### src/rtl/gpio_port_pkg.sv
package gpio_port_pkg;
   localparam int ADDR_W = 4;
   localparam logic [ADDR_W-1:0] A_DATA  = 4'd0;
   localparam logic [ADDR_W-1:0] A_OE    = 4'd1;
   localparam logic [ADDR_W-1:0] A_OD    = 4'd2;
   localparam logic [ADDR_W-1:0] A_IEN   = 4'd3;
   localparam logic [ADDR_W-1:0] A_IPOL  = 4'd4;
   localparam logic [ADDR_W-1:0] A_ALT   = 4'd5;
   localparam logic [ADDR_W-1:0] A_PULL  = 4'd6;
   localparam logic [ADDR_W-1:0] A_THR   = 4'd7;
   localparam logic [ADDR_W-1:0] A_SINK  = 4'd8;
   localparam logic [ADDR_W-1:0] A_PEND  = 4'd9;
   localparam logic [ADDR_W-1:0] A_SPEND = 4'd10;
endpackage

### src/rtl/gpio_sync.sv
module gpio_sync #(
   parameter int W      = 8,
   parameter int STAGES = 2
) (
   input  logic         clk,
   input  logic         rst_n,
   input  logic [W-1:0] d,
   output logic [W-1:0] q
);
   generate
      if (STAGES < 2) begin : g_bad
         $error("gpio_sync needs at least two stages");
      end
   endgenerate

   logic [W-1:0] stg [STAGES];

   always_ff @(posedge clk or negedge rst_n) begin
      if (!rst_n) begin
         for (int k = 0; k < STAGES; k++) stg[k] <= '0;
      end else begin
         stg[0] <= d;
         for (int k = 1; k < STAGES; k++) stg[k] <= stg[k-1];
      end
   end

   assign q = stg[STAGES-1];
endmodule

### src/rtl/gpio_pad_mux.sv
module gpio_pad_mux #(
   parameter int           W        = 8,
   parameter logic [W-1:0] ALT_MASK = '0
) (
   input  logic [W-1:0] data_q,
   input  logic [W-1:0] oe_q,
   input  logic [W-1:0] od_q,
   input  logic [W-1:0] alt_q,
   input  logic [W-1:0] alt_out,
   input  logic [W-1:0] alt_oe,
   output logic [W-1:0] pad_out,
   output logic [W-1:0] pad_oe
);
   logic [W-1:0] gp_out, gp_oe;

   // open drain: a 1 releases the pad, a 0 pulls it low
   assign gp_oe  = oe_q & ~(od_q & data_q);
   assign gp_out = data_q & ~od_q;

   generate
      if (ALT_MASK == '0) begin : g_plain
         assign pad_out = gp_out;
         assign pad_oe  = gp_oe;
      end else begin : g_alt
         logic [W-1:0] sel;
         assign sel     = alt_q & ALT_MASK;
         assign pad_out = (sel & alt_out) | (~sel & gp_out);
         assign pad_oe  = (sel & alt_oe)  | (~sel & gp_oe);
      end
   endgenerate
endmodule

### src/rtl/gpio_irq_unit.sv
module gpio_irq_unit #(
   parameter int           W           = 8,
   parameter logic [W-1:0] SHARED_MASK = '0
) (
   input  logic         clk,
   input  logic         rst_n,
   input  logic [W-1:0] pin_sync,
   input  logic [W-1:0] ien,
   input  logic [W-1:0] ipol,
   input  logic [W-1:0] clr,
   input  logic         clr_shared,
   output logic [W-1:0] pend,
   output logic         spend
);
   logic [W-1:0] s_d, rise, fall, hit;

   always_ff @(posedge clk or negedge rst_n) begin
      if (!rst_n) s_d <= '0;
      else        s_d <= pin_sync;
   end

   // edges are taken from raw samples so a polarity change alone never fires
   assign rise = pin_sync & ~s_d;
   assign fall = ~pin_sync & s_d;
   assign hit  = ((ipol & fall) | (~ipol & rise)) & ien;

   always_ff @(posedge clk or negedge rst_n) begin
      if (!rst_n) pend <= '0;
      else        pend <= (hit | (pend & ~clr)) & ~SHARED_MASK;
   end

   generate
      if (SHARED_MASK != '0) begin : g_shared
         logic active_prev, set_shared;
         // any enabled member at its active level in the previous sample
         assign active_prev = |((s_d ^ ipol) & ien & SHARED_MASK);
         assign set_shared  = (|(hit & SHARED_MASK)) & ~active_prev;
         always_ff @(posedge clk or negedge rst_n) begin
            if (!rst_n) spend <= 1'b0;
            else        spend <= set_shared | (spend & ~clr_shared);
         end
      end else begin : g_noshared
         assign spend = 1'b0;
      end
   endgenerate
endmodule

### src/rtl/gpio_port_ctrl.sv
module gpio_port_ctrl
   import gpio_port_pkg::*;
#(
   parameter int                NPINS       = 8,
   parameter int                SYNC_STAGES = 2,
   parameter logic [NPINS-1:0]  SHARED_MASK = 8'hF0,
   parameter logic [NPINS-1:0]  ALT_MASK    = 8'h78
) (
   input  logic              clk,
   input  logic              rst_n,
   input  logic              wr_en,
   input  logic [ADDR_W-1:0] wr_addr,
   input  logic [NPINS-1:0]  wr_data,
   input  logic [ADDR_W-1:0] rd_addr,
   output logic [NPINS-1:0]  rd_data,
   input  logic [NPINS-1:0]  pin_in,
   output logic [NPINS-1:0]  pad_out,
   output logic [NPINS-1:0]  pad_oe,
   input  logic [NPINS-1:0]  alt_out,
   input  logic [NPINS-1:0]  alt_oe,
   output logic [NPINS-1:0]  cfg_pullup,
   output logic [NPINS-1:0]  cfg_ttl,
   output logic [NPINS-1:0]  cfg_hisink,
   output logic              irq
);
   localparam int PAD_W = NPINS - 1;

   generate
      if (NPINS < 2 || NPINS > 32) begin : g_bad_width
         $error("NPINS must lie in 2..32");
      end
   endgenerate

   logic [NPINS-1:0] data_q, oe_q, od_q, ien_q, ipol_q, alt_q;
   logic [NPINS-1:0] pull_q, thr_q, sink_q;
   logic [NPINS-1:0] pin_sync, pend, pend_clr;
   logic             spend, spend_clr;

   always_ff @(posedge clk or negedge rst_n) begin
      if (!rst_n) begin
         data_q <= '0; oe_q <= '0; od_q <= '0; ien_q <= '0; ipol_q <= '0;
         alt_q <= '0; pull_q <= '0; thr_q <= '0; sink_q <= '0;
      end else if (wr_en) begin
         case (wr_addr)
            A_DATA: data_q <= wr_data;
            A_OE:   oe_q   <= wr_data;
            A_OD:   od_q   <= wr_data;
            A_IEN:  ien_q  <= wr_data;
            A_IPOL: ipol_q <= wr_data;
            A_ALT:  alt_q  <= wr_data & ALT_MASK;
            A_PULL: pull_q <= wr_data;
            A_THR:  thr_q  <= wr_data;
            A_SINK: sink_q <= wr_data;
            default: ;
         endcase
      end
   end

   assign pend_clr  = (wr_en && wr_addr == A_PEND) ? wr_data : '0;
   assign spend_clr = wr_en && (wr_addr == A_SPEND) && wr_data[0];

   gpio_sync #(.W(NPINS), .STAGES(SYNC_STAGES)) u_sync (
      .clk(clk), .rst_n(rst_n), .d(pin_in), .q(pin_sync)
   );

   gpio_pad_mux #(.W(NPINS), .ALT_MASK(ALT_MASK)) u_mux (
      .data_q(data_q), .oe_q(oe_q), .od_q(od_q), .alt_q(alt_q),
      .alt_out(alt_out), .alt_oe(alt_oe), .pad_out(pad_out), .pad_oe(pad_oe)
   );

   gpio_irq_unit #(.W(NPINS), .SHARED_MASK(SHARED_MASK)) u_irq (
      .clk(clk), .rst_n(rst_n), .pin_sync(pin_sync), .ien(ien_q), .ipol(ipol_q),
      .clr(pend_clr), .clr_shared(spend_clr), .pend(pend), .spend(spend)
   );

   always_comb begin
      case (rd_addr)
         A_DATA:  rd_data = pin_sync;
         A_OE:    rd_data = oe_q;
         A_OD:    rd_data = od_q;
         A_IEN:   rd_data = ien_q;
         A_IPOL:  rd_data = ipol_q;
         A_ALT:   rd_data = alt_q;
         A_PULL:  rd_data = pull_q;
         A_THR:   rd_data = thr_q;
         A_SINK:  rd_data = sink_q;
         A_PEND:  rd_data = pend;
         A_SPEND: rd_data = {{PAD_W{1'b0}}, spend};
         default: rd_data = '0;
      endcase
   end

   assign cfg_pullup = pull_q;
   assign cfg_ttl    = thr_q;
   assign cfg_hisink = sink_q;
   assign irq        = (|pend) | spend;
endmodule

### config.mk
export PLATFORM = sky130hd
export DESIGN_NAME = gpio_port_ctrl
export DESIGN_NICKNAME = d
export VERILOG_FILES = /design/src/rtl/gpio_port_pkg.sv /design/src/rtl/gpio_sync.sv /design/src/rtl/gpio_pad_mux.sv /design/src/rtl/gpio_irq_unit.sv /design/src/rtl/gpio_port_ctrl.sv
export SDC_FILE = /design/constraint.sdc
export NUM_CORES = 1
export LEC_CHECK = 0
export BUFFER_PORTS_ARGS = -buffer_cell sky130_fd_sc_hd__clkbuf_2
export CAP_MARGIN = 10
export CORE_MARGIN = 2
export CORE_UTILIZATION = 35
export CTS_CLUSTER_SIZE = 28
export DETAILED_ROUTE_END_ITERATION = 7
export PLACE_DENSITY_LB_ADDON = 0.2
export SLEW_MARGIN = 20
export SYNTH_ARGS = -nofsm -noshare
export SYNTH_HDL_FRONTEND = slang
export SYNTH_SLANG_ARGS = --single-unit
### constraint.sdc
create_clock -name clk -period 3.1 [get_ports clk]
set_input_delay 0.31 -clock clk [delete_from_list [all_inputs] [get_ports clk]]
set_output_delay 0.31 -clock clk [all_outputs]
set_load 0.005 [all_outputs]
==> summary.md <==
| Metric | Value |
|---|---|
| N_diodes | `0` |
| CP startpoint kind | `primary input` |
| Flop pwr share | `49.8%` |
| Starting Density | `36.02%` |
| Pleak | `2.494 nW` |
| CP Max Fanout | `20` |
| H-tree depth | `3` |
| Worst setup EP type | `output pin` |
| Crit-path slowest cell | `nor2_1` |
| Post-layout util | `42.78%` |
| Sw Ratio | `29.19%` |
| Width of the die | `118.4 um` |
| Remaining global-route overflow | `0` |
| Area grow syn2layout | `18.76%` |
| Synth Flop Type | `dfrtp_1` |
| Slew HR | `49.46%` |
| Post-synth EDFFs | `0` |
| Post-route ant nets | `0` |
| Dominant cell type by area after synthesis | `dfrtp_1` |
| CP arrival | `2.00 ns` |
| Die height | `118.4 um` |
| P_int | `2.476 mW` |
| Initial DRC count | `168` |
| Post-Synthesis Cells | `378` |
| Slew Viols, Final | `0` |
| Clock Power Share | `29.6%` |
| Core ar. | `12,720 um2` |
| First-pass iteration count of the detailed router | `4` |
| Minimum clock period | `2.312 ns` |
| P_sw | `1.021 mW` |
| Via count | `3,345` |
| Type of the most critical hold path | `primary input to async pin` |
| Setup CP Type | `primary input to output pin` |
| Post-CTS sizing | `0` |
| Max VDD drop | `0.2954 mV` |
| Pre-CTS WS | `0.8200 ns` |
| Avg Vias per Cell | `5.259` |
| Initial antenna violation count | `0` |
| Worst skew pair latency | `0.35 ns` |
| Post-route DRC | `0` |
| Post-CTS Setup Repair Bufs | `0` |
| Finish-stage setup viols | `0` |
| Worst-margin pin slew | `0.7572 ns` |
| Fin nets | `502` |
| Combinational Power Share | `20.6%` |
| Sequential share of the synthesized area | `52.96%` |
| Post-synth ARST share | `100.0%` |
| Root Driver | `clkbuf_16` |
| Final GP Congestion | `0.8079` |
| Count of state elements after synthesis | `97` |
| YS warnings | `0` |
| Syn Area/Cell | `12.12 um2` |
| Top post-synthesis cells by area | `dfrtp_1, mux2_2, nand2_1` |
| WL per Instance | `19.00 um` |
| Clock sink total | `97` |
| Post-detail-place hpwl | `8.245 mm` |
| TritonCTS clock tree | `built` |
| Maxcap violations | `0` |
| WL final | `12.08 mm` |
| Number of global-route vias before repair | `3,339` |
| Setup TNS | `0 ns` |
| Largest net degree at the start of global routing | `55` |
| DIE AREA | `14,030 um2` |
| CP max stage delay | `0.66 ns` |
| Final Worst Setup Slack | `0.7879 ns` |
| Clk buf depth | `2` |
| CP dominant cell by count | `clkbuf_2` |
| First-pass GRT wire length | `19.27 mm` |
| Clock-pin slew on the worst setup and hold paths | `0.07 ns` |
| Mapped Area | `4583 um2` |
| Data required time of the worst path | `2.79 ns` |
| All-Layer GR Usage | `18.19%` |
| Clk_skew | `0.01104 ns` |
| I/O Buffers | `83` |
| Share of layout cells above drive strength 1 | `39.01%` |
| Top cell type's share of synthesized area | `52.96%` |
| RSZ-0062 raised after global routing | `no` |
| Cell Chain, Critical Path | `clkbuf_2, nor2_1, nand2_1, a32o_1, a22oi_1, clkbuf_2` |
| Synth unique cells | `54` |
| Outcome | `finished clean` |
| Row Count | `41` |
| Period Utilization, post-route | `74.58%` |
| PD cells | `642.5 nW/um2` |
| Hold_buf cts | `0` |
| Syn nets | `421` |
| Num ports | `92` |
| Max Fclk | `432.5 MHz` |
| Total CTS buffers | `9` |
| Hold Fails Final Rpt | `0` |
state kept, by name (all words and copies together), names as in the netlist, 4 cells and up:
| name | cells |
|---|---|
| od_q | 8 |
| cfg_hisink | 8 |
| cfg_pullup | 8 |
| u_sync.stg | 8 |
| ipol_q | 8 |
| ien_q | 8 |
| data_q | 8 |
| u_irq.s_d | 8 |
| u_irq.pend | 4 |
| cfg_ttl | 8 |
| u_sync.q | 8 |
| oe_q | 8 |
| alt_q | 4 |
per-stage QoR:
stage | total power [mW] | hold slack (ns) | cells | cell area, um2
4_1_cts | 3.538 | 0.03488 | 636 | 5443
3_5_place_dp | 2.491 | 0.3362 | 620 | 5170
5_1_grt | 3.699 | 0.04363 | 636 | 5443
6_report | 3.497 | 0.008263 | 636 | 5443
3_3_place_gp | 2.471 | 0.3355 | 620 | 5170
2_1_floorplan | 2.145 | 0.01441 | 378 | 4583
critical path, delay by kind of cell:
| family | cells | cell delay, ns |
|---|---|---|
| AO/OA/AOI/OAI | 2 | 0.50 |
| AND/OR/NAND/NOR | 2 | 0.77 |
| buffers and inverters | 2 | 0.43 |
cells in the final DEF, fill, tap and decap left out, types with 5 or more instances in the layout:
cell type	instances
dfrtp_1	97
clkbuf_2	82
mux2_2	65
nand2_1	40
o21ai_0	19
nor2_1	18
mux2i_1	10
nor2b_1	9
clkbuf_16	9
nand3_1	8
mux2_4	8
a22o_1	7
a22oi_1	6
and3b_1	5
nor3b_1	5
a21oi_1	5
power by group through the flow:
stage               clock network [mW]  logic, mW  registers [mW]
floorplan                            0      0.455            1.69
global placement                     0      0.716            1.76
detailed placement                   0      0.726            1.77
CTS                               1.07      0.730            1.74
global route                      1.11      0.804            1.78
finish                            1.04      0.720            1.74
worst paths after layout:
| path | from | to | slack, ns | cells past startpoint |
|---|---|---|---|---|
| max | rd_addr[1] | rd_data[7] | 0.79 | 6 |
| min | rst_n | u_sync.stg[8] | 0.008 | 1 |
| max reg2reg | ipol_q[4] | u_irq.spend | 1.81 | 4 |
| min reg2reg | u_sync.stg[13] | u_sync.q[5] | 0.35 | 0 |
| max in group asynchronous | rst_n | data_q[1] | 2.40 | 2 |
| min in group clk | pin_in[2] | u_sync.stg[10] | 0.06 | 1 |
metal layers:
metal  vias up  global-route usage [%]  wire (um)
met2        95                   27.64       5638
met3        10                   4.681        578
met5         -                       0          0
li1       1554                       -          -
met4         0                   5.655        112
met1      1686                   25.46       5752
layout make-up:
type                       count  area, um2
clock inverter                 5      40.04
timing repair buffer          87      460.4
tap                          172      215.2
clock buffer                  11      232.7
multi-input combinational    262       2059
fill                        1274       7279
sequential                    97       2427
inverter                       2      7.507
cells in the mapped netlist, types with 2 or more instances:
| master | number |
|---|---|
| a31oi_1 | 4 |
| nor2_1 | 18 |
| nand3_1 | 8 |
| nor3b_1 | 5 |
| a21boi_0 | 4 |
| nor2b_1 | 9 |
| a21oi_1 | 5 |
| and3b_1 | 5 |
| inv_1 | 2 |
| mux2i_1 | 10 |
| nand2b_1 | 3 |
| buf_2 | 10 |
| mux2_2 | 65 |
| o21ai_0 | 19 |
| nand4_1 | 3 |
| mux2_4 | 8 |
| a22o_1 | 7 |
| xor2_1 | 4 |
| a32o_1 | 2 |
| a32oi_1 | 3 |
| o221ai_1 | 2 |
| nand4b_1 | 2 |
| nand2_1 | 40 |
| clkbuf_1 | 4 |
| and3_1 | 2 |
| dfrtp_1 | 97 |
| a22oi_1 | 6 |
| nor3_1 | 2 |
| nand3b_1 | 4 |
cells by family (layout without fill, tap and decap cells):
| logic type | count (synthesis) | in the layout | share of synthesized area [%] |
|---|---|---|---|
| AOI/OAI and AO/OA | 64 | 64 | 9.801 |
| xor gates and xnor gates | 4 | 4 | 0.7643 |
| buffers and inverters | 19 | 105 | 2.102 |
| DFF | 97 | 97 | 52.96 |
| muxes | 85 | 85 | 21.51 |
| and+or+nand+nor | 109 | 109 | 12.86 |
No activity file was read; power rests on OpenSTA's default activity.
